### src/rtl/gbi_pkg.sv
package gbi_pkg;

    // Merge operator of a channel.
    typedef enum logic {
        COMB_OR  = 1'b0,
        COMB_AND = 1'b1
    } comb_mode_e;

    // Per-channel configuration held in the register block.
    typedef struct packed {
        comb_mode_e mode;
        logic       sticky;
        logic       local_vote;
    } chan_cfg_t;

    // Channel register bit positions.
    localparam int CFG_MODE_BIT   = 0;
    localparam int CFG_STICKY_BIT = 1;
    localparam int CFG_LOCAL_BIT  = 2;
    localparam int CFG_CLEAR_BIT  = 3;
    localparam int STS_UP_BIT     = 4;
    localparam int STS_GLOB_BIT   = 5;

    // Value of a masked-off input: identity of the merge operator.
    function automatic logic neutral_of(comb_mode_e m);
        return (m == COMB_AND);
    endfunction

endpackage

### src/rtl/gbi_sync.sv
module gbi_sync #(
    parameter int WIDTH  = 4,
    parameter int STAGES = 2
) (
    input  logic             clk,
    input  logic             rst,
    input  logic [WIDTH-1:0] d,
    output logic [WIDTH-1:0] q
);

    logic [WIDTH-1:0] stg [STAGES];

    always_ff @(posedge clk) begin
        if (rst) begin
            for (int i = 0; i < STAGES; i++) stg[i] <= '0;
        end else begin
            stg[0] <= d;
            for (int i = 1; i < STAGES; i++) stg[i] <= stg[i-1];
        end
    end

    assign q = stg[STAGES-1];

endmodule

### src/rtl/gbi_regs.sv
module gbi_regs
    import gbi_pkg::*;
#(
    parameter int NUM_CH    = 4,
    parameter int NUM_LINKS = 4,
    parameter int ADDR_W    = 3,
    parameter int DATA_W    = 8
) (
    input  logic                   clk,
    input  logic                   rst,
    input  logic                   wr_en,
    input  logic [ADDR_W-1:0]      wr_addr,
    input  logic [DATA_W-1:0]      wr_data,
    input  logic [ADDR_W-1:0]      rd_addr,
    input  logic [NUM_CH-1:0]      up,
    input  logic [NUM_CH-1:0]      glob,
    output logic [DATA_W-1:0]      rd_data,
    output chan_cfg_t [NUM_CH-1:0] cfg,
    output logic [NUM_LINKS:0]     mask,
    output logic [NUM_CH-1:0]      clr
);

    localparam logic [ADDR_W-1:0] MASK_ADDR = ADDR_W'(NUM_CH);

    always_ff @(posedge clk) begin
        if (rst) begin
            for (int c = 0; c < NUM_CH; c++) begin
                cfg[c].mode       <= COMB_OR;
                cfg[c].sticky     <= 1'b0;
                cfg[c].local_vote <= 1'b0;
            end
            mask <= '1;
        end else if (wr_en) begin
            for (int c = 0; c < NUM_CH; c++) begin
                if (wr_addr == ADDR_W'(c)) begin
                    cfg[c].mode       <= comb_mode_e'(wr_data[CFG_MODE_BIT]);
                    cfg[c].sticky     <= wr_data[CFG_STICKY_BIT];
                    cfg[c].local_vote <= wr_data[CFG_LOCAL_BIT];
                end
            end
            if (wr_addr == MASK_ADDR) mask <= wr_data[NUM_LINKS:0];
        end
    end

    always_comb begin
        for (int c = 0; c < NUM_CH; c++)
            clr[c] = wr_en && (wr_addr == ADDR_W'(c)) && wr_data[CFG_CLEAR_BIT];
    end

    always_comb begin
        rd_data = '0;
        for (int c = 0; c < NUM_CH; c++) begin
            if (rd_addr == ADDR_W'(c)) begin
                rd_data[CFG_MODE_BIT]   = cfg[c].mode;
                rd_data[CFG_STICKY_BIT] = cfg[c].sticky;
                rd_data[CFG_LOCAL_BIT]  = cfg[c].local_vote;
                rd_data[STS_UP_BIT]     = up[c];
                rd_data[STS_GLOB_BIT]   = glob[c];
            end
        end
        if (rd_addr == MASK_ADDR) rd_data[NUM_LINKS:0] = mask;
    end

    // a mask write lands on the next edge
    a_r10_mask_write: assert property (@(posedge clk) disable iff (rst)
        (wr_en && wr_addr == MASK_ADDR) |=> (mask == $past(wr_data[NUM_LINKS:0])));

endmodule

### src/rtl/gbi_chan.sv
module gbi_chan
    import gbi_pkg::*;
#(
    parameter int NUM_LINKS = 4
) (
    input  logic                 clk,
    input  logic                 rst,
    input  chan_cfg_t            cfg,
    input  logic [NUM_LINKS-1:0] kids,
    input  logic [NUM_LINKS-1:0] kid_en,
    input  logic                 clr,
    input  logic                 down_s,
    input  logic                 uplink_en,
    output logic                 up,
    output logic                 glob,
    output logic                 irq
);

    logic [NUM_LINKS-1:0] eff_kids;
    logic                 raw;
    logic                 held_q;
    logic                 glob_q;

    assign eff_kids = (kids & kid_en) | (~kid_en & {NUM_LINKS{neutral_of(cfg.mode)}});

    always_comb begin
        if (cfg.mode == COMB_AND) raw = (&eff_kids) & cfg.local_vote;
        else                      raw = (|eff_kids) | cfg.local_vote;
    end

    always_ff @(posedge clk) begin
        if (rst || clr || !cfg.sticky) held_q <= 1'b0;
        else if (raw)                  held_q <= 1'b1;
    end

    assign up   = raw | (cfg.sticky & held_q);
    assign glob = uplink_en ? down_s : up;

    always_ff @(posedge clk) begin
        if (rst) glob_q <= 1'b0;
        else     glob_q <= glob;
    end

    assign irq = glob & ~glob_q;

    // an OR channel with its own vote set is always asserted
    a_r2_or_local: assert property (@(posedge clk) disable iff (rst)
        (cfg.mode == COMB_OR && cfg.local_vote) |-> up);

    // a non-sticky AND channel without its own vote never asserts
    a_r3_and_local: assert property (@(posedge clk) disable iff (rst)
        (cfg.mode == COMB_AND && !cfg.local_vote && !cfg.sticky) |-> !up);

    // sticky channel stays up unless cleared or reconfigured
    a_r5_sticky_hold: assert property (@(posedge clk) disable iff (rst)
        (cfg.sticky && up && !clr) |=> (up || !cfg.sticky));

    // clear releases the held state
    a_r6_clear_release: assert property (@(posedge clk) disable iff (rst)
        clr |=> !held_q);

    // interrupt lasts one cycle and marks a rise
    a_r9_irq_single: assert property (@(posedge clk) disable iff (rst)
        irq |=> !irq);
    a_r9_irq_on_rise: assert property (@(posedge clk) disable iff (rst)
        $rose(glob) |-> irq);

endmodule

### src/rtl/gbi_combiner.sv
module gbi_combiner
    import gbi_pkg::*;
#(
    parameter int NUM_CH      = 4,
    parameter int NUM_LINKS   = 4,
    parameter int SYNC_STAGES = 2,
    parameter int DATA_W      = 8,
    parameter int ADDR_W      = $clog2(NUM_CH + 1)
) (
    input  logic                        clk,
    input  logic                        rst,
    input  logic [NUM_LINKS*NUM_CH-1:0] child_in,
    input  logic [NUM_CH-1:0]           down_in,
    input  logic                        wr_en,
    input  logic [ADDR_W-1:0]           wr_addr,
    input  logic [DATA_W-1:0]           wr_data,
    input  logic [ADDR_W-1:0]           rd_addr,
    output logic [DATA_W-1:0]           rd_data,
    output logic [NUM_CH-1:0]           up_out,
    output logic [NUM_LINKS*NUM_CH-1:0] down_out,
    output logic [NUM_CH-1:0]           irq
);

    localparam int NK = NUM_LINKS * NUM_CH;

    logic [NK-1:0]             child_s;
    logic [NUM_CH-1:0]         down_s;
    chan_cfg_t [NUM_CH-1:0]    cfg;
    logic [NUM_LINKS:0]        mask;
    logic [NUM_CH-1:0]         clr;
    logic [NUM_CH-1:0]         glob;

    gbi_sync #(.WIDTH(NK), .STAGES(SYNC_STAGES)) u_sync_child (
        .clk (clk), .rst (rst), .d (child_in), .q (child_s)
    );

    gbi_sync #(.WIDTH(NUM_CH), .STAGES(SYNC_STAGES)) u_sync_down (
        .clk (clk), .rst (rst), .d (down_in), .q (down_s)
    );

    gbi_regs #(
        .NUM_CH (NUM_CH), .NUM_LINKS (NUM_LINKS),
        .ADDR_W (ADDR_W), .DATA_W (DATA_W)
    ) u_regs (
        .clk     (clk),
        .rst     (rst),
        .wr_en   (wr_en),
        .wr_addr (wr_addr),
        .wr_data (wr_data),
        .rd_addr (rd_addr),
        .up      (up_out),
        .glob    (glob),
        .rd_data (rd_data),
        .cfg     (cfg),
        .mask    (mask),
        .clr     (clr)
    );

    for (genvar c = 0; c < NUM_CH; c++) begin : g_ch
        logic [NUM_LINKS-1:0] kids;
        for (genvar l = 0; l < NUM_LINKS; l++) begin : g_lk
            assign kids[l]                = child_s[l*NUM_CH + c];
            assign down_out[l*NUM_CH + c] = glob[c] & mask[l];
        end
        gbi_chan #(.NUM_LINKS(NUM_LINKS)) u_chan (
            .clk       (clk),
            .rst       (rst),
            .cfg       (cfg[c]),
            .kids      (kids),
            .kid_en    (mask[NUM_LINKS-1:0]),
            .clr       (clr[c]),
            .down_s    (down_s[c]),
            .uplink_en (mask[NUM_LINKS]),
            .up        (up_out[c]),
            .glob      (glob[c]),
            .irq       (irq[c])
        );
    end

    // nothing reaches a child that is outside the partition
    a_r8_down_isolated: assert property (@(posedge clk) disable iff (rst)
        (mask[0] == 1'b0) |-> (down_out[NUM_CH-1:0] == '0));

    // outputs are quiet in the first cycle after reset
    a_r1_quiet_after_reset: assert property (@(posedge clk)
        $fell(rst) |-> (up_out == '0 && irq == '0));

endmodule

### config.mk
export PLATFORM = sky130hd
export DESIGN_NAME = gbi_combiner
export DESIGN_NICKNAME = d
export VERILOG_FILES = /design/src/rtl/gbi_pkg.sv /design/src/rtl/gbi_sync.sv /design/src/rtl/gbi_regs.sv /design/src/rtl/gbi_chan.sv /design/src/rtl/gbi_combiner.sv
export SDC_FILE = /design/constraint.sdc
export NUM_CORES = 1
export LEC_CHECK = 0
export ABC_CLOCK_PERIOD_IN_PS = 2400
export BUFFER_PORTS_ARGS = -buffer_cell sky130_fd_sc_hd__buf_4
export CAP_MARGIN = 20
export CORE_MARGIN = 2
export CORE_UTILIZATION = 49
export DETAILED_ROUTE_END_ITERATION = 8
export PLACE_DENSITY_LB_ADDON = 0.15
export SLEW_MARGIN = 5
export SYNTH_ARGS = -nofsm -noshare
export SYNTH_HDL_FRONTEND = slang
export SYNTH_HIERARCHICAL = 1
export SYNTH_SLANG_ARGS = --single-unit
### constraint.sdc
create_clock -name clk -period 2.4 [get_ports clk]
set_clock_uncertainty 0.05 [all_clocks]
set_input_delay 0.6 -clock clk [delete_from_list [all_inputs] [get_ports clk]]
set_output_delay 0.6 -clock clk [all_outputs]
set_load 0.005 [all_outputs]
==> results.json <==
{
  "outcome": "finished with violations",
  "failed_checks": "setup timing",
  "dp_hpwl_um": 4925,
  "antenna_cells": 0,
  "placed_area_um2": 3776,
  "mostFrequentLayoutCells": "93 x buf_4, 61 x dfxtp_1, 54 x nor2b_1",
  "layout_setup_ws_ps": -623.6,
  "area_delta_synth_final_pct": 46.47,
  "fin_cells": 506,
  "maxCapViolCount": 0,
  "routed_wl_um": 8146,
  "crit_path_max_fanout": 7,
  "design_area_um2": 4512,
  "yosys.area.top_type_share": 0.4224,
  "cts_hold_buf": 0,
  "yosysTopAreaCell": "dfxtp_1",
  "die_w_um": 83.29,
  "htree_levels": 3,
  "cts_tree": "yes",
  "port_buffers": 63,
  "grt_pass1_wl_um": 12250,
  "ys_ff_latch": 65,
  "hold_violations": 0,
  "place_congestion": 0.7801,
  "start_util": 0.5142,
  "cts_max_path_buffers": 2,
  "drv_slew": 0,
  "synth.avg_cell_area_um2": 9.687,
  "max-vdd-ir-drop_v": 0.0004728,
  "grt_overflow": 0,
  "num_rows": 28,
  "path_clk_slew_ps": 70,
  "antenna_left": 0,
  "dr.pass1.iters": 5,
  "cp.required_ps": 1750,
  "clk_latency_ps": 350,
  "drc": 0,
  "tightest_slew_ps": 645.1,
  "yosysSeqAreaShare": 0.4224,
  "setup_viol": 26,
  "cts_root_buf": "clkbuf_8",
  "antenna_found_initial": 0,
  "avgViaCountPerCell": 5.184,
  "place_ws_ps": -291.3,
  "arrival_ps": 2370,
  "grt_max_degree": 66,
  "cp-end-kind": "primary output",
  "die_y_um": 83.29,
  "clock_sinks": 65,
  "drt-initial-drc-count": 167,
  "die_area_um2": 6937,
  "p_per_area_nw_per_um2": 614.4,
  "syn-instance-count": 318,
  "cp-start-kind": "register",
  "core_area_um2": 5991,
  "post-place-cells": 470,
  "critPathKind": "reg -> out",
  "layout-drive-gt1-share": 0.4687,
  "num_vias": 2623,
  "yosys_warnings": 6,
  "hp-class": "reg -> reg",
  "min_period_over_period": 1.260,
  "final_common_cell": "buf_4",
  "grt_util_all_layers": 0.2237,
  "maxSlewHeadroom": 0.5699,
  "ios": 69,
  "p_leak_nw": 1.970,
  "period_minus_slack_ps": 3024,
  "nets": 463,
  "wl_per_cell_um": 16.10,
  "fmaxAchievable_ghz": 0.3307,
  "ys_top_cells_by_area": "dfxtp_1 42%, nor2b_1 12%, mux2i_1 6.5%, buf_4 6.1%, and2_1 4.1%",
  "cts_made_buffers": 9,
  "grt_pass1_vias": 2514,
  "syn_area_um2": 3080,
  "rsz0062_at_grt": "true",
  "ys_types": 34
}
==> worst paths after layout <==
| path | cells past startpoint | slack [ps] | start | endpoint |
|---|---|---|---|---|
| setup / recovery | 8 | -620 | u_regs/mask[2]$_SDFFE_PP1P_ | rd_data[5] |
| hold / removal | 1 | 380 | u_sync_child/stg[0][7]$_SDFF_PP0_ | u_sync_child/stg[0][23]$_SDFF_PP0_ |
| setup reg to reg | 9 | 600 | u_regs/mask[2]$_SDFFE_PP1P_ | g_ch[3].u_chan/glob_q$_SDFF_PP0_ |
| hold reg to reg | 1 | 380 | u_sync_child/stg[0][7]$_SDFF_PP0_ | u_sync_child/stg[0][23]$_SDFF_PP0_ |
==> timing repair <==
item / 4_1_cts / 5_1_grt
gates resized for setup: 76 / 26
endpoints found under the setup margin: 26 / 26
buffers inserted: 33 / 12
pin swaps: 30 / 18
==> layout make-up <==
cell class	count	area (um2)
multi-input combinational	216	1754
fill	412	1479
sequential	65	1316
timing repair buffer	125	1059
clock buffer	10	137.6
clock inverter	6	115.1
tap	75	93.84
inverter	9	36.28
==> registers in the layout, summed over array words and instances, names as in the netlist <==
register / flops
g_ch.u_chan/glob_q: 4
g_ch.u_chan/held_q: 4
u_regs/cfg: 12
u_regs/mask: 5
u_sync_child/stg: 32
u_sync_down/stg: 8
==> power breakdown <==
part	internal, mW	switching, mW	leakage [nW]
combinational	0.272	0.192	1.31
clock	0.721	0.443	0.123
sequential	1.12	0.0258	0.534
total	2.11	0.661	1.97
==> stage by stage <==
step	power, mW	hold WS, ps	setup TNS (ps)	utilization
finish	2.772	383.0	-7572	0.7531
global route	2.856	399.2	-9568	0.7531
CTS	2.751	387.2	-7846	0.7293
detailed placement	1.528	370.4	-1505	0.6303
global placement	1.521	368.4	-1207	0.6303
floorplan	1.349	363.8	0	-
==> worst max-delay path, cell delays in order, from the launching register on <==
cell and delay [ps]:
dfxtp_4 380, buf_4 140, a222oi_1 300, nand2_1 160
nor3b_2 260, nor3_2 80, mux4_2 440, nor2b_1 140
buf_4 130
==> routing by layer <==
metal  part of all wire  GRT usage  vias up
met5                  0          0        -
met4              0.030     0.1222        0
met3              0.066    0.04871       26
met2               0.49     0.3592      105
met1               0.42     0.2784     1219
li1                   -          -     1273
==> kinds of logic (layout without fill, tap and decap cells) <==
logic type	Yosys count	after routing	share of synthesized area
other cells	1	2	0.001217
flops	65	65	0.4224
compound gates	38	38	0.1170
mux	21	21	0.07230
simple gates	155	155	0.3075
buf+inv	38	150	0.07961
==> Yosys cell counts <==
library cell and count:
nor2_1 21, dfxtp_1 65, buf_4 25, buf_6 1, buf_2 1, nor4b_4 1
mux2i_1 20, o221ai_1 3, inv_1 9, nor4_1 8, nor2b_4 4, a21oi_2 4
nand3b_1 4, a21oi_1 8, a211o_1 5, o32a_1 1, a21boi_0 4, nor2b_1 58
and4bb_2 2, a2111oi_4 4, nor3b_1 5, o21ai_0 5, nand2_1 16, nand2b_1 5
or2_2 1, mux4_2 1, and2_1 20, and4bb_1 1, nor3_1 8, conb_1 1
buf_1 1, nand4b_1 1, a222oi_1 4, clkbuf_1 1
Note: power is estimated with default switching activity, not from simulation.
